<file path="src/rtl/vdq_pkg.sv">
package vdq_pkg;

  // Width needed to hold values 0..max_val
  function automatic int unsigned cnt_width(input int unsigned max_val);
    int unsigned w;
    w = 1;
    while ((2 ** w) <= max_val) w++;
    return w;
  endfunction

  // Bundle of externally visible status bits
  typedef struct packed {
    logic vid_ok;
    logic level_cut;
    logic lock_n;
    logic rf_mute;
  } vdq_status_t;

endpackage

</file>
<file path="src/rtl/vdq_tick_timer.sv">
module vdq_tick_timer
  import vdq_pkg::*;
#(
  parameter int unsigned TC  = 32768,
  parameter int unsigned DIV = 1
) (
  input  logic clk,
  input  logic rst_n,
  input  logic clr,
  input  logic tick_en,
  output logic done_pulse,
  output logic expired
);

  localparam int unsigned CW = cnt_width(TC);
  localparam logic [CW-1:0] TC_V   = CW'(TC);
  localparam logic [CW-1:0] LAST_V = CW'(TC - 1);

  logic [CW-1:0] cnt_q;
  logic [CW-1:0] cnt_d;
  logic          full;
  logic          step_ok;
  logic          adv;

  assign full    = (cnt_q == TC_V);
  assign step_ok = tick_en && !clr && !full;

  generate
    if (DIV <= 1) begin : g_nodiv
      assign adv = step_ok;
    end else begin : g_div
      localparam int unsigned PW = cnt_width(DIV - 1);
      localparam logic [PW-1:0] PRE_LAST = PW'(DIV - 1);
      logic [PW-1:0] pre_q;
      logic [PW-1:0] pre_d;
      logic          pre_wrap;

      assign pre_wrap = (pre_q == PRE_LAST);
      assign adv      = step_ok && pre_wrap;

      always_comb begin
        pre_d = pre_q;
        if (clr) begin
          pre_d = '0;
        end else if (step_ok) begin
          if (pre_wrap) pre_d = '0;
          else          pre_d = pre_q + PW'(1);
        end
      end

      always_ff @(posedge clk or negedge rst_n) begin
        if (!rst_n) pre_q <= '0;
        else        pre_q <= pre_d;
      end
    end
  endgenerate

  always_comb begin
    cnt_d = cnt_q;
    if (clr)      cnt_d = '0;
    else if (adv) cnt_d = cnt_q + CW'(1);
  end

  always_ff @(posedge clk or negedge rst_n) begin
    if (!rst_n) cnt_q <= '0;
    else        cnt_q <= cnt_d;
  end

  assign done_pulse = adv && (cnt_q == LAST_V);
  assign expired    = full;

  // Completion leaves the timer saturated at its terminal count
  assert_done_then_full_R2: assert property (@(posedge clk) disable iff (!rst_n)
    done_pulse |=> expired);

  // Without a tick and without a clear, the count does not move
  assert_hold_without_tick_R7: assert property (@(posedge clk) disable iff (!rst_n)
    (!tick_en && !clr) |=> $stable(cnt_q));

  // A clear always empties the timer by the next cycle
  assert_clear_empties_R3: assert property (@(posedge clk) disable iff (!rst_n)
    clr |=> !expired);

endmodule

</file>
<file path="src/rtl/vdq_status_flag.sv">
module vdq_status_flag (
  input  logic clk,
  input  logic rst_n,
  input  logic set_p,
  input  logic clr_p,
  input  logic force_clr,
  output logic flag
);

  logic flag_q;
  logic flag_d;

  always_comb begin
    flag_d = flag_q;
    if (force_clr)  flag_d = 1'b0;
    else if (clr_p) flag_d = 1'b0;
    else if (set_p) flag_d = 1'b1;
  end

  always_ff @(posedge clk or negedge rst_n) begin
    if (!rst_n) flag_q <= 1'b0;
    else        flag_q <= flag_d;
  end

  assign flag = flag_q;

  assert_set_takes_R2: assert property (@(posedge clk) disable iff (!rst_n)
    (set_p && !force_clr && !clr_p) |=> flag);

  assert_clear_takes_R4: assert property (@(posedge clk) disable iff (!rst_n)
    clr_p |=> !flag);

endmodule

</file>
<file path="src/rtl/vdq_mute_combine.sv">
module vdq_mute_combine
  import vdq_pkg::*;
#(
  parameter int unsigned N_LOCK = 3
) (
  input  logic              flag,
  input  logic              vid_present,
  input  logic              override,
  input  logic              loss_expired,
  input  logic [N_LOCK-1:0] unlock,
  output vdq_status_t       status
);

  logic [N_LOCK:0] any_chain;
  logic            vid_q_sel;

  assign any_chain[0] = 1'b0;
  generate
    for (genvar i = 0; i < N_LOCK; i++) begin : g_unlock
      assign any_chain[i+1] = any_chain[i] | unlock[i];
    end
  endgenerate

  assign vid_q_sel = override ? vid_present : flag;

  always_comb begin
    status.vid_ok    = vid_q_sel;
    status.level_cut = !override && !vid_present && !loss_expired;
    status.lock_n    = !any_chain[N_LOCK];
    status.rf_mute   = any_chain[N_LOCK] || !vid_q_sel;
  end

endmodule

</file>
<file path="src/rtl/vid_delay_qual.sv">
module vid_delay_qual
  import vdq_pkg::*;
#(
  parameter int unsigned PRESENT_TC  = 32768,
  parameter int unsigned PRESENT_DIV = 1,
  parameter int unsigned LOSS_TC     = 32768,
  parameter int unsigned LOSS_DIV    = 16,
  parameter int unsigned N_LOCK      = 3
) (
  input  logic              clk,
  input  logic              rst_n,
  input  logic              tick_en,
  input  logic              vid_present,
  input  logic              override,
  input  logic [N_LOCK-1:0] unlock,
  output logic              vid_ok,
  output logic              level_cut,
  output logic              lock_n,
  output logic              rf_mute
);

  // Reset: asserted asynchronously, released on the clock
  logic [1:0] rst_sync_q;
  logic       rst_int_n;

  always_ff @(posedge clk or negedge rst_n) begin
    if (!rst_n) rst_sync_q <= 2'b00;
    else        rst_sync_q <= {rst_sync_q[0], 1'b1};
  end
  assign rst_int_n = rst_sync_q[1];

  logic        pres_clr;
  logic        loss_clr;
  logic        pres_done;
  logic        pres_full;
  logic        loss_done;
  logic        loss_full;
  logic        vid_flag;
  vdq_status_t status;

  // Present timer runs only while video is seen; loss timer only while it is not
  assign pres_clr = override || !vid_present;
  assign loss_clr = override ||  vid_present;

  vdq_tick_timer #(
    .TC  (PRESENT_TC),
    .DIV (PRESENT_DIV)
  ) u_pres_timer (
    .clk        (clk),
    .rst_n      (rst_int_n),
    .clr        (pres_clr),
    .tick_en    (tick_en),
    .done_pulse (pres_done),
    .expired    (pres_full)
  );

  vdq_tick_timer #(
    .TC  (LOSS_TC),
    .DIV (LOSS_DIV)
  ) u_loss_timer (
    .clk        (clk),
    .rst_n      (rst_int_n),
    .clr        (loss_clr),
    .tick_en    (tick_en),
    .done_pulse (loss_done),
    .expired    (loss_full)
  );

  vdq_status_flag u_flag (
    .clk       (clk),
    .rst_n     (rst_int_n),
    .set_p     (pres_done),
    .clr_p     (loss_done),
    .force_clr (override),
    .flag      (vid_flag)
  );

  vdq_mute_combine #(
    .N_LOCK (N_LOCK)
  ) u_combine (
    .flag         (vid_flag),
    .vid_present  (vid_present),
    .override     (override),
    .loss_expired (loss_full),
    .unlock       (unlock),
    .status       (status)
  );

  assign vid_ok    = status.vid_ok;
  assign level_cut = status.level_cut;
  assign lock_n    = status.lock_n;
  assign rf_mute   = status.rf_mute;

  // The qualified flag only rises on a present-timer completion
  assert_flag_rise_source_R2: assert property (@(posedge clk) disable iff (!rst_int_n)
    $rose(vid_flag) |-> $past(pres_done));

  // A present timer that is saturated never coexists with a running loss count
  assert_pres_full_needs_video_R3: assert property (@(posedge clk) disable iff (!rst_int_n)
    pres_full |-> $past(vid_present && !override));

  // While video is seen in normal mode, the status cannot fall
  assert_no_drop_while_present_R5: assert property (@(posedge clk) disable iff (!rst_int_n)
    (vid_present && !override) |=> !$fell(vid_flag));

  // Level reduction never accompanies seen video or override
  assert_level_quiet_R6: assert property (@(posedge clk) disable iff (!rst_int_n)
    (vid_present || override) |-> !level_cut);

  // Override forgets any earlier qualification
  assert_override_clears_R8: assert property (@(posedge clk) disable iff (!rst_int_n)
    override |=> !vid_flag);

  // Any unlock forces the mute and drops the locked indication
  assert_unlock_mutes_R9: assert property (@(posedge clk) disable iff (!rst_int_n)
    (|unlock) |-> (rf_mute && !lock_n));

  // Coming out of reset the output is muted
  assert_reset_muted_R1: assert property (@(posedge clk)
    !rst_int_n |-> (rf_mute && !vid_ok));

endmodule

</file>
<file path="config.mk">
export PLATFORM = sky130hd
export DESIGN_NAME = vid_delay_qual
export DESIGN_NICKNAME = d
export VERILOG_FILES = /design/src/rtl/vdq_pkg.sv /design/src/rtl/vdq_tick_timer.sv /design/src/rtl/vdq_status_flag.sv /design/src/rtl/vdq_mute_combine.sv /design/src/rtl/vid_delay_qual.sv
export SDC_FILE = /design/constraint.sdc
export NUM_CORES = 1
export LEC_CHECK = 0
export ABC_AREA = 1
export BUFFER_PORTS_ARGS = -buffer_cell sky130_fd_sc_hd__buf_2
export CORE_MARGIN = 8
export CORE_UTILIZATION = 39
export CTS_CLUSTER_SIZE = 40
export DETAILED_ROUTE_END_ITERATION = 8
export GPL_ROUTABILITY_DRIVEN = 0
export PLACE_DENSITY = 0.66
export SLEW_MARGIN = 40
export SYNTH_ARGS = -nofsm -noshare
export SYNTH_HDL_FRONTEND = slang
export SYNTH_SLANG_ARGS = --single-unit
</file>
<file path="constraint.sdc">
create_clock -name clk -period 2.65 [get_ports clk]
set_input_delay 0.53 -clock clk [delete_from_list [all_inputs] [get_ports clk]]
set_output_delay 0.53 -clock clk [all_outputs]
set_load 0.1 [all_outputs]
</file>
==> results.toml <==
[routing]
wl_per_cell_um = 11.70
drt-total-wl_mm = 5.396
via_per_inst = 4.957
drc = 0
dr.first_iter.drc_count = 117
antenna_left = 0
drt_pass1_iterations = 4
vias = 2285

[yosys]
yosys_warnings = 0
ys_seq_area_frac = 0.3842
synth_common_cells = "102 x nand2_1, 62 x nor2_1, 46 x nand3_1"
syn_inst = 368
yosysMostFrequentCell = "nand2_1"
synth_area_per_cell_um2 = 6.902
synthAdderAreaFrac = 0.02463
synthFlopType = "dfrtp_1"
post-synth-top-area-fraction = 0.3842
synth_top_family_by_area = "simple AND/OR/NAND/NOR gates"
ys_ff_latch = 39
synth-async-reset-ratio = 1.000
yosys-top-cells-area = "dfrtp_1 38%, nand2_1 15%, nor2_1 9.2%"
muxShareOfSynthArea = 0
yosysUniqueCellTypes = 32
synth-edff-count = 0
syn-num-nets = 381
synth_xor_area_frac = 0.03793
yosys.area.top_type = "dfrtp_1"
synth-compound-area-share = 0.07044
synth_area_um2 = 2540
yosys.area_share.simple = 0.4099

[floorplanning]
die_h_um = 96.70
ios = 12
rows = 29
die_area_um2 = 9351
die_width_um = 96.70
fp.coreArea_um2 = 6314
start_util = 0.4023

[clocking]
clkTransAtPathRegs_ns = 0.07
cts_resized = 0
hold_buffers = 0
htreeDepth = 2
clock_sinks = 39
tritoncts = "built"
ctsLongestPathBuffers = 2
clkLatencyLatePin_ns = 0.29
cts_buffers = 5
post_cts_buffers = 0
cts-root-buf = "clkbuf_8"

[critical_path]
worstSetupPathType = "reg2out"
reg2reg_setup_slack_ns = 0.79
worst_setup_path_start_kind = "register"
critPathMaxFanout = 5
required_ns = 2.12
critPathMaxStageDelay_ns = 0.44
path_cells = "inv_1 -> ha_1 -> nand3_1 -> nor2_1 -> a21oi_2 -> buf_2"
critPathArrivalTime_ns = 1.73
path_buf_inv = 2
r2r_start = "u_loss_timer.cnt_q[0]"
end_kind = "output pin"
critPathLaunch = "u_loss_timer.cnt_q[0]"
crit_slowest_cell = "buf_2"
critical-path-top-delay-family = "buffers and inverters"

[grt]
track_usage = 0.1181
grt_pass1_vias = 2048
grt_pass1_wl_mm = 9.480
grt_max_degree = 38
grt_antenna_before_repair = 0
grt.overflow.total = 0

[timing]
finalWorstSetupSlack_ns = 0.3852
clock_skew_ns = 0.009251
tightest_slew_ns = 0.5844
hold_slack_ns = 0.01638
slew_headroom = 0.6095
timing.final.hold_violations = 0
setup_violations = 0
finalCriticalPeriod_ns = 2.265
finalMaxSlewViolations = 0
fmax_mhz = 441.5
rsz0062_at_grt = "false"
period_share = 0.8546

[placement]
preCtsSetupSlack_ns = 0.6129
io_buffers = 11
hpwl_mm = 4.020
placed_cell_area_um2 = 2686

[cells_and_area]
final_area_um2 = 2768
n_antenna_cell = 0
drive_gt1_frac = 0.1068
final_net_count = 396
area_growth_pct = 8.965
fin_util = 0.4384

[power]
ir_drop_v = 0.0002210
power_density_nw_per_um2 = 388.4
total_leakage_power_nw = 1.251
p_total_mw = 1.075

[job]
maxCapViolCount = 0

[min_path]
min_path_type = "in2async"

[outcome]
status = "complete, no violations"
[worst register-to-register path: cells and delay by family (launching register included)]
| family | cells | cell delay, ns |
|---|---|---|
| adder cells (fa/ha/maj) | 1 | 0.16 |
| AO/OA/AOI/OAI | 1 | 0.07 |
| AND/OR/NAND/NOR | 6 | 0.96 |
| buffers and inverters | 1 | 0.13 |
| flip-flops | 1 | 0.42 |
[area by class of cell]
class                   instances  area (um2)
clock buffers                   7       76.32
clock inverters                 1       5.005
fillers                       655        3546
inverters                      38       142.6
multi-input cells             286        1401
flip-flops and latches         39       975.9
well taps                      77       96.34
repair buffers                 13       70.07
[report_power, final]
| part | internal, mW | leakage, nW | total (mW) | switching [mW] |
|---|---|---|---|---|
| Combinational | 0.0160 | 0.669 | 0.0825 | 0.0666 |
| Clock | 0.185 | 0.0422 | 0.392 | 0.208 |
| Sequential | 0.598 | 0.540 | 0.600 | 0.00211 |
[cell families (layout without fill, tap and decap cells)]
| logic type | count (synthesis) | count (layout) |
|---|---|---|
| xor gates and xnor gates | 11 | 11 |
| DFF | 39 | 39 |
| adders and majority gates | 5 | 5 |
| other | 1 | 1 |
| buffers and inverters | 43 | 59 |
| AOI/OAI and AO/OA | 31 | 31 |
| and+or+nand+nor | 238 | 238 |
[registers in the layout, summed over array words and instances (netlist names)]
name and cells:
u_loss_timer.cnt_q 16, u_pres_timer.cnt_q 16, u_loss_timer.g_div.pre_q 4, rst_sync_q 2, u_flag.flag 1
[per-layer routing]
layer | vias to the layer above | GRT usage | part of all wire
met5 | - | 0 | 0
met1 | 1043 | 0.1601 | 0.52
met3 | 6 | 0.02418 | 0.027
li1 | 1205 | - | -
met2 | 31 | 0.1828 | 0.44
met4 | 0 | 0.03550 | 0.013
[path summary, 6_finish.rpt]
path,endpoint,cells after the start
setup reg to reg,u_loss_timer.cnt_q[9],9
hold / removal,rst_sync_q[0],1
min in group clk,rst_sync_q[1],0
max in group asynchronous,u_loss_timer.cnt_q[14],1
hold reg to reg,u_pres_timer.cnt_q[4],1
setup / recovery,level_cut,6
[metrics by stage]
stage               TNS [ns]  instances
finish                     0        461
global route               0        461
CTS                        0        461
detailed placement         0        453
global placement           0        453
floorplan            -0.1862        368
[layout by cell type, fill, tap and decap left out, drive strengths merged, types with 2 or more instances in the layout]
cell	count
buf	13
clkbuf	7
dfrtp	39
ha	5
inv	38
nand2	106
nand3	47
nand4	10
nor2	68
nor3	4
o21ai	24
o21bai	2
o22ai	2
xnor2	3
xor2	8
No activity file was read; power rests on OpenSTA's default activity.
